## config.mk

```make
export PLATFORM = sky130hd
export DESIGN_NAME = rxfc_tracker
export DESIGN_NICKNAME = d
export VERILOG_FILES = /design/src/rtl/rxfc_pkg.sv /design/src/rtl/rxfc_decode.sv /design/src/rtl/rxfc_credit_unit.sv /design/src/rtl/rxfc_readmux.sv /design/src/rtl/rxfc_tracker.sv
export SDC_FILE = /design/constraint.sdc
export NUM_CORES = 1
export LEC_CHECK = 0
export ABC_AREA = 1
export CORE_MARGIN = 4
export CORE_UTILIZATION = 55
export DETAILED_ROUTE_END_ITERATION = 6
export GPL_TIMING_DRIVEN = 0
export PLACE_DENSITY = 0.78
export SLEW_MARGIN = 0
export SYNTH_ARGS = -nofsm -noshare
export SYNTH_HDL_FRONTEND = slang
export SYNTH_SLANG_ARGS = --single-unit
```

## constraint.sdc

```tcl
create_clock -name clk -period 5.5 [get_ports clk]
set_clock_uncertainty 0.05 [all_clocks]
set_input_delay 0.55 -clock clk [delete_from_list [all_inputs] [get_ports clk]]
set_output_delay 0.55 -clock clk [all_outputs]
set_load 0.05 [all_outputs]
```

## src/rtl/rxfc_pkg.sv

```systemverilog
package rxfc_pkg;
  localparam int REG_W      = 32;
  localparam int FORCE_BIT  = 31;
  localparam int OVR_BIT    = 30;
  localparam int CFG_OFFS   = 0;
  localparam int TRK_FIRST  = 4;
  localparam int TRK_STRIDE = 12;

  typedef enum logic [1:0] {
    FLD_LOW   = 2'd0,
    FLD_HIGH  = 2'd1,
    FLD_ALLOC = 2'd2
  } trk_field_e;

  function automatic int field_addr(input int trk, input trk_field_e fld);
    return TRK_FIRST + TRK_STRIDE * trk + 4 * int'(fld);
  endfunction
endpackage

```

## src/rtl/rxfc_decode.sv

```systemverilog
module rxfc_decode
  import rxfc_pkg::*;
#(
  parameter int NUM_TRK = 4,
  parameter int ADDR_W  = 8
) (
  input  logic [ADDR_W-1:0]  addr,
  input  logic               qual,
  output logic               cfg_hit,
  output logic [NUM_TRK-1:0] low_hit,
  output logic [NUM_TRK-1:0] high_hit,
  output logic [NUM_TRK-1:0] alloc_hit
);
  assign cfg_hit = qual && (addr == ADDR_W'(CFG_OFFS));

  for (genvar k = 0; k < NUM_TRK; k++) begin : g_trk
    localparam int LOW_A   = field_addr(k, FLD_LOW);
    localparam int HIGH_A  = field_addr(k, FLD_HIGH);
    localparam int ALLOC_A = field_addr(k, FLD_ALLOC);
    assign low_hit[k]   = qual && (addr == ADDR_W'(LOW_A));
    assign high_hit[k]  = qual && (addr == ADDR_W'(HIGH_A));
    assign alloc_hit[k] = qual && (addr == ADDR_W'(ALLOC_A));
  end
endmodule

```

## src/rtl/rxfc_credit_unit.sv

```systemverilog
module rxfc_credit_unit
  import rxfc_pkg::*;
#(
  parameter int CNT_W = 8
) (
  input  logic             clk,
  input  logic             rst_n,
  input  logic             low_we,
  input  logic             high_we,
  input  logic             alloc_we,
  input  logic [REG_W-1:0] wdata,
  input  logic             consume,
  input  logic             trk_en,
  output logic [CNT_W-1:0] cnt_q,
  output logic [CNT_W-1:0] low_q,
  output logic [CNT_W-1:0] high_q,
  output logic             force_q,
  output logic             ovr_q,
  output logic             pause_q
);
  localparam int SUM_W = CNT_W + 2;
  localparam logic [SUM_W-1:0] CNT_MAX = SUM_W'({CNT_W{1'b1}});

  logic             force_wr, add_wr, take;
  logic [SUM_W-1:0] gross, net;
  logic             starve;
  logic [CNT_W-1:0] cnt_d;
  logic             pause_d;

  assign force_wr = alloc_we && wdata[FORCE_BIT];
  assign add_wr   = alloc_we && !wdata[FORCE_BIT];
  assign take     = consume && !force_q;

  always_comb begin
    gross  = {2'b00, cnt_q} + (add_wr ? {2'b00, wdata[CNT_W-1:0]} : '0);
    starve = take && (gross == '0);
    net    = (take && !starve) ? gross - SUM_W'(1) : gross;
    cnt_d  = (net > CNT_MAX) ? CNT_MAX[CNT_W-1:0] : net[CNT_W-1:0];
  end

  always_comb begin
    pause_d = pause_q;
    if (!trk_en || force_q) pause_d = 1'b0;
    else if (cnt_q < low_q) pause_d = 1'b1;
    else if (cnt_q >= high_q) pause_d = 1'b0;
  end

  always_ff @(posedge clk) begin
    if (!rst_n) begin
      cnt_q   <= '0;
      low_q   <= '0;
      high_q  <= '0;
      force_q <= 1'b0;
      ovr_q   <= 1'b0;
      pause_q <= 1'b0;
    end else begin
      pause_q <= pause_d;
      if (low_we)  low_q  <= wdata[CNT_W-1:0];
      if (high_we) high_q <= wdata[CNT_W-1:0];
      if (force_wr) begin
        cnt_q   <= '0;
        force_q <= 1'b1;
        ovr_q   <= 1'b0;
      end else begin
        cnt_q <= cnt_d;
        if (add_wr) force_q <= 1'b0;
        if (starve) ovr_q <= 1'b1;
      end
    end
  end
endmodule

```

## src/rtl/rxfc_readmux.sv

```systemverilog
module rxfc_readmux
  import rxfc_pkg::*;
#(
  parameter int NUM_TRK = 4,
  parameter int CNT_W   = 8
) (
  input  logic                          cfg_hit,
  input  logic [NUM_TRK-1:0]            low_hit,
  input  logic [NUM_TRK-1:0]            high_hit,
  input  logic [NUM_TRK-1:0]            alloc_hit,
  input  logic [NUM_TRK:0]              cfg_q,
  input  logic [NUM_TRK-1:0][CNT_W-1:0] cnt_vec,
  input  logic [NUM_TRK-1:0][CNT_W-1:0] low_vec,
  input  logic [NUM_TRK-1:0][CNT_W-1:0] high_vec,
  input  logic [NUM_TRK-1:0]            force_vec,
  input  logic [NUM_TRK-1:0]            ovr_vec,
  output logic [REG_W-1:0]              rdata
);
  always_comb begin
    rdata = cfg_hit ? REG_W'(cfg_q) : '0;
    for (int k = 0; k < NUM_TRK; k++) begin
      if (low_hit[k])  rdata = rdata | REG_W'(low_vec[k]);
      if (high_hit[k]) rdata = rdata | REG_W'(high_vec[k]);
      if (alloc_hit[k]) begin
        rdata            = rdata | REG_W'(cnt_vec[k]);
        rdata[FORCE_BIT] = force_vec[k];
        rdata[OVR_BIT]   = ovr_vec[k];
      end
    end
  end
endmodule

```

## src/rtl/rxfc_tracker.sv

```systemverilog
module rxfc_tracker
  import rxfc_pkg::*;
#(
  parameter int NUM_TRK = 4,
  parameter int CNT_W   = 8,
  parameter int ADDR_W  = 8,
  parameter int CH_W    = $clog2(2 * NUM_TRK)
) (
  input  logic               clk,
  input  logic               rst_n,
  input  logic               reg_we,
  input  logic [ADDR_W-1:0]  reg_waddr,
  input  logic [REG_W-1:0]   reg_wdata,
  input  logic [ADDR_W-1:0]  reg_raddr,
  output logic [REG_W-1:0]   reg_rdata,
  input  logic               cons_valid,
  input  logic [CH_W-1:0]    cons_chan,
  output logic [NUM_TRK-1:0] pause_o,
  output logic [NUM_TRK-1:0] overrun_o
);
  logic                          cfg_wr;
  logic [NUM_TRK-1:0]            low_wr, high_wr, alloc_wr, force_wr;
  logic                          cfg_rd;
  logic [NUM_TRK-1:0]            low_rd, high_rd, alloc_rd;
  logic [NUM_TRK:0]              ctl_q;
  logic [NUM_TRK-1:0][CNT_W-1:0] cnt_vec, low_vec, high_vec;
  logic [NUM_TRK-1:0]            force_vec;
  logic [NUM_TRK-1:0]            cons_hit;

  rxfc_decode #(.NUM_TRK(NUM_TRK), .ADDR_W(ADDR_W)) u_wdec (
    .addr(reg_waddr), .qual(reg_we), .cfg_hit(cfg_wr),
    .low_hit(low_wr), .high_hit(high_wr), .alloc_hit(alloc_wr)
  );

  rxfc_decode #(.NUM_TRK(NUM_TRK), .ADDR_W(ADDR_W)) u_rdec (
    .addr(reg_raddr), .qual(1'b1), .cfg_hit(cfg_rd),
    .low_hit(low_rd), .high_hit(high_rd), .alloc_hit(alloc_rd)
  );

  always_ff @(posedge clk) begin
    if (!rst_n) ctl_q <= '0;
    else if (cfg_wr) ctl_q <= reg_wdata[NUM_TRK:0];
  end

  for (genvar k = 0; k < NUM_TRK; k++) begin : g_unit
    assign cons_hit[k] = cons_valid && !cons_chan[0]
                         && (cons_chan[CH_W-1:1] == (CH_W-1)'(k));
    assign force_wr[k] = alloc_wr[k] && reg_wdata[FORCE_BIT];

    rxfc_credit_unit #(.CNT_W(CNT_W)) u_unit (
      .clk     (clk),
      .rst_n   (rst_n),
      .low_we  (low_wr[k]),
      .high_we (high_wr[k]),
      .alloc_we(alloc_wr[k]),
      .wdata   (reg_wdata),
      .consume (cons_hit[k]),
      .trk_en  (ctl_q[0] && ctl_q[k+1]),
      .cnt_q   (cnt_vec[k]),
      .low_q   (low_vec[k]),
      .high_q  (high_vec[k]),
      .force_q (force_vec[k]),
      .ovr_q   (overrun_o[k]),
      .pause_q (pause_o[k])
    );
  end

  rxfc_readmux #(.NUM_TRK(NUM_TRK), .CNT_W(CNT_W)) u_rmux (
    .cfg_hit  (cfg_rd),
    .low_hit  (low_rd),
    .high_hit (high_rd),
    .alloc_hit(alloc_rd),
    .cfg_q    (ctl_q),
    .cnt_vec  (cnt_vec),
    .low_vec  (low_vec),
    .high_vec (high_vec),
    .force_vec(force_vec),
    .ovr_vec  (overrun_o),
    .rdata    (reg_rdata)
  );
endmodule

```

# Word-level counts from Yosys, hierarchy flattened
# Index checks and enable logic that the tools add are counted.
totals:
  latch_bits: 0
  romBits: 0
  reg_bits: 113
  in_bits: 55
  out_inout_bits: 40
  mem_bits_rw: 0
  n_memories: 0
  wordCells: 209
op_classes:
  n_mux: 41
  magnitude_cmp: 12
  eq_ne: 27
  bitwise_logic: 13
  n_mul: 0
  add_sub_neg: 8
  reduce_logical: 83
  shifts: 0
  n_div: 0
ops:
  columns: ["op", "n"]
  rows:
  - ["$mux W32", 12]
  - ["$or A32 B8 Y32", 8]
  - ["$or A30 B8 Y30", 4]
  - ["$eq A8 B6 Y1 const B", 10]
  - ["$eq A8 B5 Y1 const B", 8]
  - ["$mux W8", 8]
  - ["$logic_and A1 B1 Y1", 42]
  - ["$add A8 B10 Y10", 4]
  - ["$gt A10 B8 Y1 const B", 4]
  - ["$logic_not A10 Y1", 4]
  - ["$mux W10", 4]
  - ["$sub A10 B1 Y10 const B", 4]
  - ["$eq A8 B4 Y1 const B", 4]
  - ["$ge A8 B8 Y1", 4]
  - ["$lt A8 B8 Y1", 4]
  - ["$eq A8 B3 Y1 const B", 2]
  - ["$logic_not A8 Y1", 2]
  - ["$mux W1", 16]
  - ["$reduce_bool A2 Y1", 8]
  - ["$reduce_or A2 Y1", 8]
  - ["$logic_not A1 Y1", 14]
  - ["$mux W5", 1]
  - ["$eq A2 B2 Y1 const B", 2]
  - ["$logic_or A1 B1 Y1", 4]
  - ["3 further kinds", 3]

# Logic depth before layout (Yosys ltp)
logic_depth:
  ltp_word: 26
  depth_mapped: 27
  ltp_nobuf: 27

# Hierarchy
# From an unflattened synthesis, not the netlist that was laid out.
hier_totals:
  cells_unflattened: 1548
  hier_area_um2: 9872.0
by_module_without_submodules:
  columns: ["mod", "n_inst", "cells_each", "area_each_um2", "seq_area_each_um2"]
  rows:
  - ["rxfc_credit_unit", 4, 299, 2059.5, 540.5]
  - ["rxfc_readmux", 1, 224, 1002.2, 0.0]
  - ["rxfc_decode", 2, 38, 173.9, 0.0]
  - ["rxfc_tracker", 1, 52, 284.0, 100.1]

# Worst setup path after synthesis
# Ideal clock, no wire load.
synth_path:
  kind: "input -> register"
  start: "input reg_waddr[7]"
  end: "register g_unit[0].u_unit.cnt_q[0]"
  slack_ns: 2.211
  n_path_buf: 0
  setup_ns: 0.135
  cell_stages: 22
  required_time_ns: 5.315
  t_arrival_ns: 3.105
  cell_sequence: "nor2_1 inv_1 nor4_1 inv_1 nor2_1 inv_1 nor2_1 inv_1 nor2_1 ha_1 fa_1 inv_1 ha_1 nand3_1 nor2_1 nand3_1 nand2_1 inv_1 nand2_1 nand3_2 nor2_1 nor2_1"
synth_via:
  elab_chain_len: 12
  word_cells_on_any_way: 15
  classes_between: "add/sub (2); order compare (1); eq/ne (1); mux (3); reduce/logical (8)"
synth_lines:
  columns: ["element", "line_no", "source"]
  rows:
  - ["from (decl)", "rxfc_tracker.sv:12", "input logic [ADDR_W-1:0] reg_waddr,"]
  - ["$eq A8 B4 Y1 (*)", "rxfc_decode.sv:22", "assign alloc_hit[k] = qual && (addr == ADDR_W'(ALLOC_A));"]
  - ["$logic_and A1 B1 Y1 (*)", "rxfc_decode.sv:22", null]
  - ["parallel branches: the longest is 10 deep, another holds $add A8 B10 Y10", null, null]
  - ["to (signal assigned)", "rxfc_credit_unit.sv:65", "cnt_q <= cnt_d;"]
  - ["to (decl)", "rxfc_credit_unit.sv:14", "output logic [CNT_W-1:0] cnt_q,"]
# Mark *: on every way between the ends.
# A chain may end at the register's enable or synchronous reset.

# Final worst setup path
layout_path:
  start: "input reg_raddr[3]"
  end: "output reg_rdata[3]"
layout_via:
  elab_chain_len: 26
  word_cells_on_any_way: 38
  classes_between: "eq/ne (12); mux (13); bitwise (12); reduce/logical (1)"
layout_lines:
  columns: ["element", "line_no", "source"]
  rows:
  - ["from (decl)", "rxfc_tracker.sv:14", "input logic [ADDR_W-1:0] reg_raddr,"]
  - ["$logic_not A8 Y1", "rxfc_decode.sv:14", "assign cfg_hit = qual && (addr == ADDR_W'(CFG_OFFS));"]
  - ["$mux W5", "rxfc_readmux.sv:20", "rdata = cfg_hit ? REG_W'(cfg_q) : '0;"]
  - ["$or A32 B8 Y32", "rxfc_readmux.sv:22", "if (low_hit[k]) rdata = rdata | REG_W'(low_vec[k]);"]
  - ["$mux W32", "rxfc_readmux.sv:22", null]
  - ["$or A32 B8 Y32", "rxfc_readmux.sv:23", "if (high_hit[k]) rdata = rdata | REG_W'(high_vec[k]);"]
  - ["$mux W32", "rxfc_readmux.sv:23", null]
  - ["$or A30 B8 Y30", "rxfc_readmux.sv:25", "rdata = rdata | REG_W'(cnt_vec[k]);"]
  - ["$mux W32", "rxfc_readmux.sv:24", "if (alloc_hit[k]) begin"]
  - ["[10 not listed]", null, null]
  - ["$or A30 B8 Y30", "rxfc_readmux.sv:25", null]
  - ["$mux W32", "rxfc_readmux.sv:24", null]
  - ["$or A32 B8 Y32", "rxfc_readmux.sv:22", null]
  - ["$mux W32", "rxfc_readmux.sv:22", null]
  - ["$or A32 B8 Y32", "rxfc_readmux.sv:23", null]
  - ["$mux W32", "rxfc_readmux.sv:23", null]
  - ["$or A30 B8 Y30", "rxfc_readmux.sv:25", null]
  - ["$mux W32 (*)", "rxfc_readmux.sv:24", null]
  - ["to (decl)", "rxfc_tracker.sv:15", "output logic [REG_W-1:0] reg_rdata,"]
# Mark *: on every way between the ends. The rest lies on a longest branch, timed or not.

==> flow_metrics.env <==
export IMPL_synth_seq_cells=113
export IMPL_cp_start_kind="input pin"
export IMPL_yosysTopAreaCell="dfxtp_1"
export IMPL_cts_setup_buffers=0
export IMPL_p_total_mw=4.387
export IMPL_postSynthCellCount=1425
export IMPL_slew_headroom_pct=6.524
export IMPL_gp_congestion=0.9766
export IMPL_synth_edf_count=0
export IMPL_grtUsageTotal_pct=29.60
export IMPL_netlist_top_cells_area="dfxtp_1 (25%), ha_1 (14%), nand2_1 (11%), inv_1 (9.7%), a21oi_1 (7.4%)"
export IMPL_syn_area_um2=9231
export IMPL_yosysWarnings=0
export IMPL_ys_async_sr_fraction_pct=0
export IMPL_cts_hold_buf=0
export IMPL_power_leakage_nw=5.371
export IMPL_cts_tree="yes"
export IMPL_clk_path_buf_depth=2
export IMPL_synth_ff_type="dfxtp_1"
export IMPL_synth_cell_types=42
export IMPL_hpwl_um=21540
export IMPL_crit_path_max_incr_delay_ns=0.81
export IMPL_num_rows=47
export IMPL_die_x_um=137.6
export IMPL_met3_usage_pct=7.268
export IMPL_multiInputGateArea_um2=5793
export IMPL_path_clk_slew_ns=0.05
export IMPL_cts_buffers=17
export IMPL_die_y_um=137.6
export IMPL_setup_viol=0
export IMPL_clock_root_buffer="clkbuf_16"
export IMPL_drive_gt1_share_pct=5.767
export IMPL_setup_tns_ns=0
export IMPL_antenna_found_initial=0
export IMPL_path_max_fanout=10
export IMPL_synth_commonest_cells="nand2_1 (274), inv_1 (239), nor2_1 (162), a21oi_1 (137), dfxtp_1 (113)"
export IMPL_drtAntennaViolNets=0
export IMPL_regArea_um2=2262
export IMPL_io_pins=95
export IMPL_drtIter0Drc=1019
export IMPL_area_growth_pct=15.52
export IMPL_die_area_um2=18920
export IMPL_cts_max_level=4
export IMPL_clk_latency_ns=0.42
export IMPL_period_share_pct=77.32
export IMPL_grt_overflow=0
export IMPL_dr_total_vias=9630
export IMPL_max_cap_violations=0
export IMPL_grt_met2_usage_pct=47.53
export IMPL_grt_pass1_vias=8638
export IMPL_cp_num_buf_inv=4
export IMPL_clock_sinks=113
export IMPL_post_drt_wl_per_cell_um=15.78
export IMPL_cp_arrival_ns=3.65
export IMPL_rsz0062_at_grt="false"
export IMPL_drt_pass1_iter_count=5
export IMPL_maxSlewViolCount=0
export IMPL_nNetsFinal=1672
export IMPL_min_path_type="reg -> reg"
export IMPL_synth_most_common_cell="nand2_1"
export IMPL_avgSynthCellArea_um2=6.478
export IMPL_cp_end_kind="output port"
export IMPL_worstPathRequired_ns=4.90
export IMPL_finalHoldViolations=0
export IMPL_gr_max_usage_layer="met2"
export IMPL_crit_type="in -> out"
export IMPL_grt_start_max_net_pins=17
export IMPL_post_cts_resize_count=0
export IMPL_synth_seq_area_share_pct=24.51
export IMPL_totalWireLength_um=27540
export IMPL_path_cells="clkdlybuf4s50_1, inv_1, nor3_1, inv_1, nor2_1, a21oi_1, o21ai_0, a21oi_1, nand3b_1, clkdlybuf4s50_1"
export IMPL_vdd_drop_max_uv=308.5
export IMPL_initial_utilization_pct=55.86
export IMPL_coreArea_um2=16520
export IMPL_met1_usage_pct=37.84
export IMPL_tightest_slew_ns=1.391
export IMPL_grt_pass1_wl_um=43440
export IMPL_max_clock_freq_ghz=0.2351
export IMPL_p_per_area_nw_per_um2=411.3
export IMPL_portBuffers=48
export IMPL_diodes=0
export IMPL_cp_slowest_cell="clkdlybuf4s50_1"
export IMPL_status="complete, no violations"
export IMPL_fillers=1535
export IMPL_synth_top_area_share_pct=24.51
export IMPL_min_period_ns=4.253
export IMPL_path_delay_family="buffers and inverters"
export IMPL_routed_via_density=5.515
export IMPL_drc_errors=0
-- worst min-delay path, cell delays in order, from the launching register on --
cell	delay, ns
dfxtp_1	0.34
inv_1	0.06
a21oi_1	0.05
-- worst paths after layout --
path	startpoint	end	slack, ns	cells past startpoint
worst min register to register	g_unit[0].u_unit.ovr_q	g_unit[0].u_unit.ovr_q	0.45	2
worst max register to register	g_unit[0].u_unit.cnt_q[0]	g_unit[0].u_unit.cnt_q[2]	2.72	12
worst min-delay path	g_unit[0].u_unit.ovr_q	g_unit[0].u_unit.ovr_q	0.45	2
worst max-delay path	reg_raddr[3]	reg_rdata[3]	1.25	10
-- per-layer routing --
metal,part of all wire (%),wire [um]
met5,0,0
met4,4.4,1216
met3,9.2,2529
met2,45,12410
met1,41,11380
-- stage by stage --
stage | instance area [um2] | setup slack (ns) | hold WS, ns | cells | util [%]
floorplan | 9310 | 2.211 | 0.3936 | 1446 | -
global placement | 10070 | 1.069 | 0.4305 | 1714 | 60.91
detailed placement | 10070 | 1.019 | 0.4306 | 1714 | 60.91
CTS | 10660 | 1.350 | 0.4485 | 1746 | 64.53
global route | 10660 | 0.9430 | 0.4659 | 1746 | 64.53
finish | 10660 | 1.247 | 0.4480 | 1746 | 64.53
-- flip-flops by register name, summed over array words and instances, names as in the netlist --
name / count
ctl_q: 5
g_unit.u_unit.cnt_q: 32
g_unit.u_unit.force_q: 4
g_unit.u_unit.ovr_q: 4
g_unit.u_unit.high_q: 32
g_unit.u_unit.low_q: 32
g_unit.u_unit.pause_q: 4
-- cells in the final DEF, fill, tap and decap left out, types with 11 or more instances in the layout --
| cell | n |
|---|---|
| a21oi_1 | 137 |
| buf_4 | 32 |
| clkbuf_1 | 27 |
| clkbuf_16 | 17 |
| clkdlybuf4s50_1 | 48 |
| conb_1 | 22 |
| dfxtp_1 | 113 |
| ha_1 | 100 |
| inv_1 | 239 |
| nand2_1 | 274 |
| nand3_1 | 65 |
| nand4_1 | 28 |
| nor2_1 | 162 |
| nor3_1 | 11 |
| o21ai_0 | 109 |
| xor2_1 | 18 |
-- kinds of logic (layout without fill, tap and decap cells) --
kind of cell,Yosys count,count (layout),share of synthesized area (%)
compound gates,304,304,18.12
xor+xnor,26,26,2.548
fa+ha+maj,104,104,14.42
buf+inv,302,382,13.59
flops,113,113,24.51
other cells,1,22,0.04062
simple gates,575,575,26.77
-- where the power goes --
group | leakage [nW] | internal, mW | switching (mW)
logic | 4.17 | 0.862 | 1.35
registers | 0.911 | 0.905 | 0.151
clock network | 0.290 | 0.732 | 0.390
-- area by class of cell --
| cell class | instances | share of cell area [%] |
|---|---|---|
| multi-input cells | 1031 | 54.32 |
| flip-flops and latches | 113 | 21.21 |
| inverters | 245 | 8.624 |
| repair buffers | 48 | 4.505 |
| clock buffers | 22 | 4.353 |
| plain buffers | 57 | 3.144 |
| well taps | 220 | 2.581 |
| clock inverters | 10 | 1.255 |
(Power assumes the default switching activity.)
